**src/rtl/irq_gate_ctrl.sv**
```systemverilog
module irq_gate_ctrl #(
  parameter int LINES       = 8,
  parameter int QUAL_CYCLES = 375
) (
  input  logic             clk,
  input  logic             rst,
  input  logic [LINES-1:0] irq_in,
  input  logic             wr_en,
  input  logic             rd_en,
  input  logic [2:0]       addr,
  input  logic [31:0]      wdata,
  output logic [31:0]      rdata,
  output logic             irq_o
);
  localparam int CW = $clog2(QUAL_CYCLES + 1);
  localparam logic [2:0] A_EN = 3'd0, A_ARM = 3'd1, A_LVL = 3'd2, A_POL = 3'd3,
                         A_REQ = 3'd4, A_PND = 3'd5, A_CLR = 3'd6;

  logic [LINES-1:0] s1, s2, filt, filt_d;
  logic [LINES-1:0] en_q, arm_q, lvl_q, pol_q, req_q, pnd_q;
  logic [LINES-1:0] rise, fall, hit, clr, deliver;
  logic [CW-1:0]    cnt [LINES];

  always_ff @(posedge clk) begin
    if (rst) begin
      s1 <= '0;
      s2 <= '0;
      filt_d <= '0;
    end else begin
      s1 <= irq_in;
      s2 <= s1;
      filt_d <= filt;
    end
  end

  for (genvar i = 0; i < LINES; i++) begin : g_qual
    always_ff @(posedge clk) begin
      if (rst) begin
        cnt[i]  <= '0;
        filt[i] <= 1'b0;
      end else if (s2[i] != filt[i]) begin
        if (cnt[i] == CW'(QUAL_CYCLES - 1)) begin
          filt[i] <= s2[i];
          cnt[i]  <= '0;
        end else begin
          cnt[i] <= cnt[i] + 1'b1;
        end
      end else begin
        cnt[i] <= '0;
      end
    end
  end

  assign rise    = filt & ~filt_d;
  assign fall    = ~filt & filt_d;
  assign hit     = (lvl_q & ~(filt ^ pol_q)) | (~lvl_q & pol_q & rise) | (~lvl_q & ~pol_q & fall);
  assign clr     = (wr_en && addr == A_CLR) ? wdata[LINES-1:0] : '0;
  assign deliver = req_q & en_q & ~pnd_q;
  assign irq_o   = |deliver;

  always_ff @(posedge clk) begin
    if (rst) begin
      en_q  <= '0;
      arm_q <= '0;
      lvl_q <= '0;
      pol_q <= '0;
      req_q <= '0;
      pnd_q <= '0;
    end else begin
      req_q <= (req_q & ~clr) | (hit & arm_q);
      pnd_q <= (pnd_q | deliver) & ~clr;
      if (wr_en) begin
        case (addr)
          A_EN:    en_q  <= wdata[LINES-1:0];
          A_ARM:   arm_q <= wdata[LINES-1:0];
          A_LVL:   lvl_q <= wdata[LINES-1:0];
          A_POL:   pol_q <= wdata[LINES-1:0];
          default: ;
        endcase
      end
    end
  end

  always_ff @(posedge clk) begin
    if (rst) begin
      rdata <= '0;
    end else if (rd_en) begin
      case (addr)
        A_EN:    rdata <= 32'(en_q);
        A_ARM:   rdata <= 32'(arm_q);
        A_LVL:   rdata <= 32'(lvl_q);
        A_POL:   rdata <= 32'(pol_q);
        A_REQ:   rdata <= 32'(req_q);
        A_PND:   rdata <= 32'(pnd_q);
        default: rdata <= '0;
      endcase
    end
  end
endmodule

```
**config.mk**
```make
export PLATFORM = sky130hd
export DESIGN_NAME = irq_gate_ctrl
export DESIGN_NICKNAME = d
export VERILOG_FILES = /design/src/rtl/irq_gate_ctrl.sv
export SDC_FILE = /design/constraint.sdc
export NUM_CORES = 1
export LEC_CHECK = 0
export BUFFER_PORTS_ARGS = -buffer_cell sky130_fd_sc_hd__buf_2
export CORE_MARGIN = 2
export CORE_UTILIZATION = 30
export DETAILED_ROUTE_END_ITERATION = 8
export GPL_TIMING_DRIVEN = 0
export MAX_ROUTING_LAYER = met4
export REMOVE_ABC_BUFFERS = 1
export SLEW_MARGIN = 20
export SYNTH_ARGS = -nofsm -noshare
export SYNTH_HDL_FRONTEND = slang
export SYNTH_SLANG_ARGS = --single-unit
```
**constraint.sdc**
```tcl
create_clock -name clk -period 2.5 [get_ports clk]
set_input_delay 0.125 -clock clk [delete_from_list [all_inputs] [get_ports clk]]
set_output_delay 0.125 -clock clk [all_outputs]
set_load 0.03 [all_outputs]
```
==> impl_metrics.env, run 1 <==
export IMPL_post_place_ws_ns=0.3508
export IMPL_fin_crit_sh_pct=73.09
export IMPL_dp_hpwl_um=10930
export IMPL_slew_viol_final=0
export IMPL_htreeDepth=4
export IMPL_fillers=2592
export IMPL_holdPathStages=2
export IMPL_vias_per_cell=4.571
export IMPL_worst_setup_path_start_kind="register"
export IMPL_io_pins=80
export IMPL_synthTopCellsByCount="nand2_1, nor2_1, dfxtp_1, a21oi_1, edfxtp_1"
export IMPL_cp_required_ns=2.38
export IMPL_n_antenna_cell=0
export IMPL_firstDrtPassIters=5
export IMPL_power_density_nw_per_um2=639.4
export IMPL_fin_worst_skew_ns=0.006437
export IMPL_ctsLongestPathBuffers=2
export IMPL_setup_violations=0
export IMPL_clock_sinks=160
export IMPL_whs_endpoint="s1[6]"
export IMPL_synth_top_area_share_pct=27.84
export IMPL_path_max_fanout=4
export IMPL_timing_fmax_ghz=0.5473
export IMPL_grt_first_pass_wirelength_um=26610
export IMPL_cts_root_buf="clkbuf_16"
export IMPL_ir_drop_mv=0.3423
export IMPL_num_rows=58
export IMPL_io_buffers=31
export IMPL_path_class="reg2out"
export IMPL_gp_congestion=0.7745
export IMPL_fin_ws_ns=0.6729
export IMPL_wire_per_inst_um=12.42
export IMPL_synth_cell_area_sq_um=7766
export IMPL_initial_utilization_pct=30.66
export IMPL_ys_seq_area_share_pct=50.52
export IMPL_antenna_found_initial=0
export IMPL_synth_ff_type="dfxtp_1"
export IMPL_drc=0
export IMPL_finalCriticalPeriod_ns=1.827
export IMPL_fp_dieW_um=164.9
export IMPL_nNetsFinal=1008
export IMPL_grt_pass1_vias=5545
export IMPL_cts_tree="yes"
export IMPL_drive_above_1_share_pct=8.768
export IMPL_worst_pin_slew_ns=0.8427
export IMPL_synthToLayoutAreaGrowth_pct=17.77
export IMPL_r2r_start="cnt[0][18]"
export IMPL_r2r_end="cnt[0][22]"
export IMPL_rsz0062_at_grt="false"
export IMPL_yosys_cell_types_count=45
export IMPL_cts_resized=0
export IMPL_drtIter0Drc=364
export IMPL_hold_path_class="in2reg"
export IMPL_clock_latency_ns=0.42
export IMPL_arrival_ns=1.70
export IMPL_hp_start="rst"
export IMPL_synth_warning_count=0
export IMPL_synth_edff_count=72
export IMPL_timing_hold_violations_final=0
export IMPL_die_area_sq_um=27190
export IMPL_cp_end_kind="output pin"
export IMPL_reg2reg_depth=6
export IMPL_synth_most_common_cell="nand2_1"
export IMPL_yosysTopAreaCell="edfxtp_1"
export IMPL_dp_cells=1240
export IMPL_power_leakage_nw=3.359
export IMPL_cts_inserted_buffers=17
export IMPL_ys_async_sr_fraction_pct=0
export IMPL_clkTransAtPathRegs_ns=0.07
export IMPL_maxSlewHeadroom_pct=43.61
export IMPL_drv_cap=0
export IMPL_core_area_sq_um=25330
export IMPL_ant_nets=0
export IMPL_via_count=5888
export IMPL_die_h_um=164.9
export IMPL_reg2reg_slack_ns=0.86
export IMPL_fin_tns_setup_ns=0
export IMPL_grt_max_degree=73
export IMPL_postSynthCellCount=836
export IMPL_multi_input_area_sq_um=3815
export IMPL_synth_area_top_cells="edfxtp_1, dfxtp_1, nand2_1, a21oi_1, nor2_1"
export IMPL_grtUsageTotal_pct=12.67
export IMPL_ys_ff_latch=160
export IMPL_syn_area_per_cell_sq_um=9.290
export IMPL_drt_wl_total_um=16000
export IMPL_stdcell_count=1288
export IMPL_seq_area_sq_um=3924
export IMPL_status="finished, final reports clean"
export IMPL_grt_overflow_total=0
-- sequential cells by signal (all words and copies together) (netlist names) --
| signal | cells |
|---|---|
| cnt | 72 |
| arm_q | 8 |
| en_q | 8 |
| filt | 8 |
| filt_d | 8 |
| lvl_q | 8 |
| pnd_q | 8 |
| pol_q | 8 |
| rdata | 8 |
| req_q | 8 |
| s1 | 8 |
| s2 | 8 |
-- placed cells by master (no fill, tap or decap), drive strengths merged, types with 17 or more instances in the layout --
| master | instances |
|---|---|
| edfxtp | 72 |
| inv | 22 |
| o21ai | 33 |
| nand3 | 39 |
| nor2b | 33 |
| clkbuf | 17 |
| xor2 | 23 |
| dfxtp | 88 |
| nand2b | 25 |
| nor2 | 95 |
| nand2 | 120 |
| buf | 32 |
| conb | 96 |
| a21oi | 86 |
-- cell families (layout without fill, tap and decap cells) --
family                     after synthesis  after routing  synth area share, %
DFF                                    160            160                50.52
buffers and inverters                   69             97                4.898
AOI/OAI and AO/OA                      163            163                11.89
muxes                                   20             20                2.707
other                                    2             96              0.09670
xor gates and xnor gates                39             39                4.398
and+or+nand+nor                        367            367                22.91
adders and majority gates               16             16                2.578
-- area by class of cell --
cell class / count / share of cell area (%)
clock inverters: 15 / 1.751
repair buffers: 48 / 3.776
clock buffers: 17 / 4.651
well taps: 330 / 4.514
flip-flops and latches: 160 / 42.90
inverters: 17 / 0.6977
multi-input cells: 701 / 41.71
-- through the flow --
stage	total power [W]	util [%]	instance area [sq um]	hold slack (ns)
after global routing	0.006095	36.11	9146	0.08695
final	0.005848	36.11	9146	0.08549
after detailed placement	0.003293	33.17	8401	0.3380
after global placement	0.003281	33.05	8371	0.3516
after floorplan	0.003146	-	7802	0.1941
after CTS	0.005913	36.11	9146	0.07911
-- layer usage --
layer,share of wire (%),track usage (%),vias up
met5,0,-,-
met4,1.5,4.545,0
met3,4.5,2.587,16
met2,46,19.91,105
met1,48,16.23,2741
li1,-,-,3026
-- worst max-delay path by stage --
stage	from	to	slack, ns	cells after the start
after detailed placement	addr[1]	pol_q[6]	0.35	5
after floorplan	cnt[0][9]	cnt[0][11]	1.06	6
after global routing	en_q[6]	irq_o	0.58	4
after CTS	req_q[6]	irq_o	0.65	4
final	req_q[6]	irq_o	0.67	4
after global placement	rst	cnt[1][30]	0.09	4
-- where the power goes --
part           switching [W]  internal, W  leakage [nW]
logic               0.000247     0.000123          1.62
registers          0.0000738      0.00281          1.46
clock network        0.00111      0.00149         0.278
total                0.00143      0.00442          3.36
-- critical path: stages, from the launching register on --
cell,delay [ns]
dfxtp_1,0.34
nand2_1,0.11
o22ai_1,0.08
or4_1,0.55
buf_2,0.21
-- repair_timing --
action | CTS | global route
endpoints found under the hold margin | 46 | 0
hold buffers | 16 | 0
setup buffers | 0 | 0
setup endpoints to repair | 0 | 0
No activity file was read; power rests on OpenSTA's default activity.
==> run 2, diff against run 1 <==
==> constraint.sdc (replaced) <==
create_clock -name clk -period 1.5 [get_ports clk]
set_input_delay 0.075 -clock clk [delete_from_list [all_inputs] [get_ports clk]]
set_output_delay 0.075 -clock clk [all_outputs]
set_load 0.03 [all_outputs]
==> impl_metrics.env, run 2 (same netlist as run 1, synthesis figures left out) <==
export IMPL_wire_per_inst_um=12.57
export IMPL_top_register="cnt"
export IMPL_fin_crit_sh_pct=113.1
export IMPL_path_max_fanout=4
export IMPL_clock_sinks=160
export IMPL_fin_ws_ns=-0.1970
export IMPL_final_area_sq_um=9764
export IMPL_setup_violations=4
export IMPL_crit_start="req_q[1]"
export IMPL_fp_dieW_um=164.9
export IMPL_num_rows=58
export IMPL_reg2reg_depth=5
export IMPL_antenna_found_initial=0
export IMPL_stdcell_count=1320
export IMPL_timing_fmax_ghz=0.5893
export IMPL_synthToLayoutAreaGrowth_pct=25.73
export IMPL_n_antenna_cell=0
export IMPL_largest_reg_flops=72
export IMPL_r2r_end="cnt[0][35]"
export IMPL_dp_hpwl_um=10930
export IMPL_dp_cells=1240
export IMPL_ir_drop_mv=0.5698
export IMPL_drt_wl_total_um=16590
export IMPL_htreeDepth=4
export IMPL_cts_root_buf="clkbuf_16"
export IMPL_power_frac_comb_pct=7.3
export IMPL_p_seq_share_pct=48.8
export IMPL_crit_end="irq_o"
export IMPL_clockPowerShare_pct=43.9
export IMPL_io_buffers=31
export IMPL_drive_above_1_share_pct=19.09
export IMPL_reg2reg_slack_ns=-0.06
export IMPL_final_cell_mix="nand2_1, conb_1, a21oi_1, nor2_1, dfxtp_1"
export IMPL_status="complete, but fails checks"
export IMPL_worst_setup_path_start_kind="register"
export IMPL_initial_utilization_pct=30.66
export IMPL_clkTransAtPathRegs_ns=0.07
export IMPL_gp_congestion=0.7745
export IMPL_fin_worst_skew_ns=0.006728
export IMPL_firstDrtPassIters=5
export IMPL_core_area_sq_um=25330
export IMPL_via_count=6088
export IMPL_r2r_start="cnt[0][27]"
export IMPL_arrival_ns=1.62
export IMPL_drv_cap=0
export IMPL_path_class="reg2out"
export IMPL_maxSlewHeadroom_pct=44.29
export IMPL_cp_required_ns=1.42
export IMPL_clock_latency_ns=0.42
export IMPL_power_leakage_nw=3.629
export IMPL_vias_per_cell=4.612
export IMPL_nNetsFinal=1040
export IMPL_grt_max_degree=73
export IMPL_grt_pass1_vias=5672
export IMPL_timing_hold_violations_final=0
export IMPL_rsz0062_at_grt="true"
export IMPL_cts_tree="yes"
export IMPL_cp_end_kind="output pin"
export IMPL_drc=0
export IMPL_die_h_um=164.9
export IMPL_drtIter0Drc=359
export IMPL_grt_first_pass_wirelength_um=27210
export IMPL_grtUsageTotal_pct=12.94
export IMPL_ant_nets=0
export IMPL_slew_viol_final=0
export IMPL_violations="setup timing"
export IMPL_finalCriticalPeriod_ns=1.697
export IMPL_fillers=2507
export IMPL_cts_inserted_buffers=17
export IMPL_ctsLongestPathBuffers=2
export IMPL_power_internal_w=0.007428
export IMPL_die_area_sq_um=27190
export IMPL_place_area_sq_um=8401
export IMPL_p_sw_w=0.002420
export IMPL_final_common_cell="nand2_1"
export IMPL_hold_path_class="in2reg"
export IMPL_fin_tns_setup_ns=-0.2781
export IMPL_power_density_nw_per_um2=1009
export IMPL_worst_pin_slew_ns=0.8325
export IMPL_power_w=0.009849
export IMPL_grt_overflow_total=0
export IMPL_sw_frac_of_total_pct=24.58
export IMPL_io_pins=80
-- run 2: final cells by class --
type / instances / area (sq um) / area share, %
repair buffers: 80 / 591.8 / 6.061
clock inverters: 15 / 160.2 / 1.640
well taps: 330 / 412.9 / 4.229
multi-input cells: 701 / 4172 / 42.72
clock buffers: 17 / 425.4 / 4.357
inverters: 17 / 63.81 / 0.6535
flip-flops and latches: 160 / 3939 / 40.34
-- run 2: per-layer routing --
| layer | up-vias | global-route usage [%] | wire (um) |
|---|---|---|---|
| met5 | - | - | 0 |
| met4 | 0 | 4.545 | 221 |
| met3 | 15 | 2.486 | 726 |
| met2 | 103 | 20.62 | 7845 |
| met1 | 2877 | 16.46 | 7800 |
| li1 | 3093 | - | - |
-- run 2: metrics by stage --
| step | util [%] | setup slack (ns) | hold WS (ns) |
|---|---|---|---|
| finish | 38.55 | -0.1970 | 0.03563 |
| global route | 38.55 | -0.2403 | 0.03695 |
| CTS | 36.95 | -0.1884 | 0.02911 |
| detailed placement | 33.17 | -0.5992 | 0.2880 |
| global placement | 33.05 | -0.8603 | 0.3016 |
| floorplan | - | 0.06085 | 0.1441 |
-- run 2: how the worst min path moves through the flow --
stage / slack [ns] / depth (start not counted) / start / endpoint
after floorplan: 0.14 / 1 / rst / arm_q[0]
after global placement: 0.30 / 2 / irq_in[0] / s1[0]
after detailed placement: 0.29 / 2 / irq_in[0] / s1[0]
after CTS: 0.03 / 2 / rst / filt[5]
after global routing: 0.04 / 2 / rst / s1[0]
final: 0.04 / 2 / rst / s1[6]
-- run 2: critical path, stage by stage (launching register included) --
cell	delay, ns
dfxtp_2	0.34
nand2_2	0.08
o22ai_2	0.07
or4_4	0.56
buf_6	0.16
-- run 2: power groups by stage --
stage / logic, W / clock network (W) / registers, W
after CTS: 0.000644 / 0.00443 / 0.00481
after floorplan: 0.000345 / 0 / 0.00490
after detailed placement: 0.000578 / 0 / 0.00491
after global placement: 0.000564 / 0 / 0.00490
final: 0.000719 / 0.00432 / 0.00481
after global routing: 0.000799 / 0.00464 / 0.00483
-- run 2: what timing repair did --
item                                    CTS  global route
buffers inserted                         12            20
endpoints found under the hold margin    50             0
endpoints found under the setup margin   61            78
resized for setup                        30            68
hold buffers                             16             0
pin swaps                                 4            22
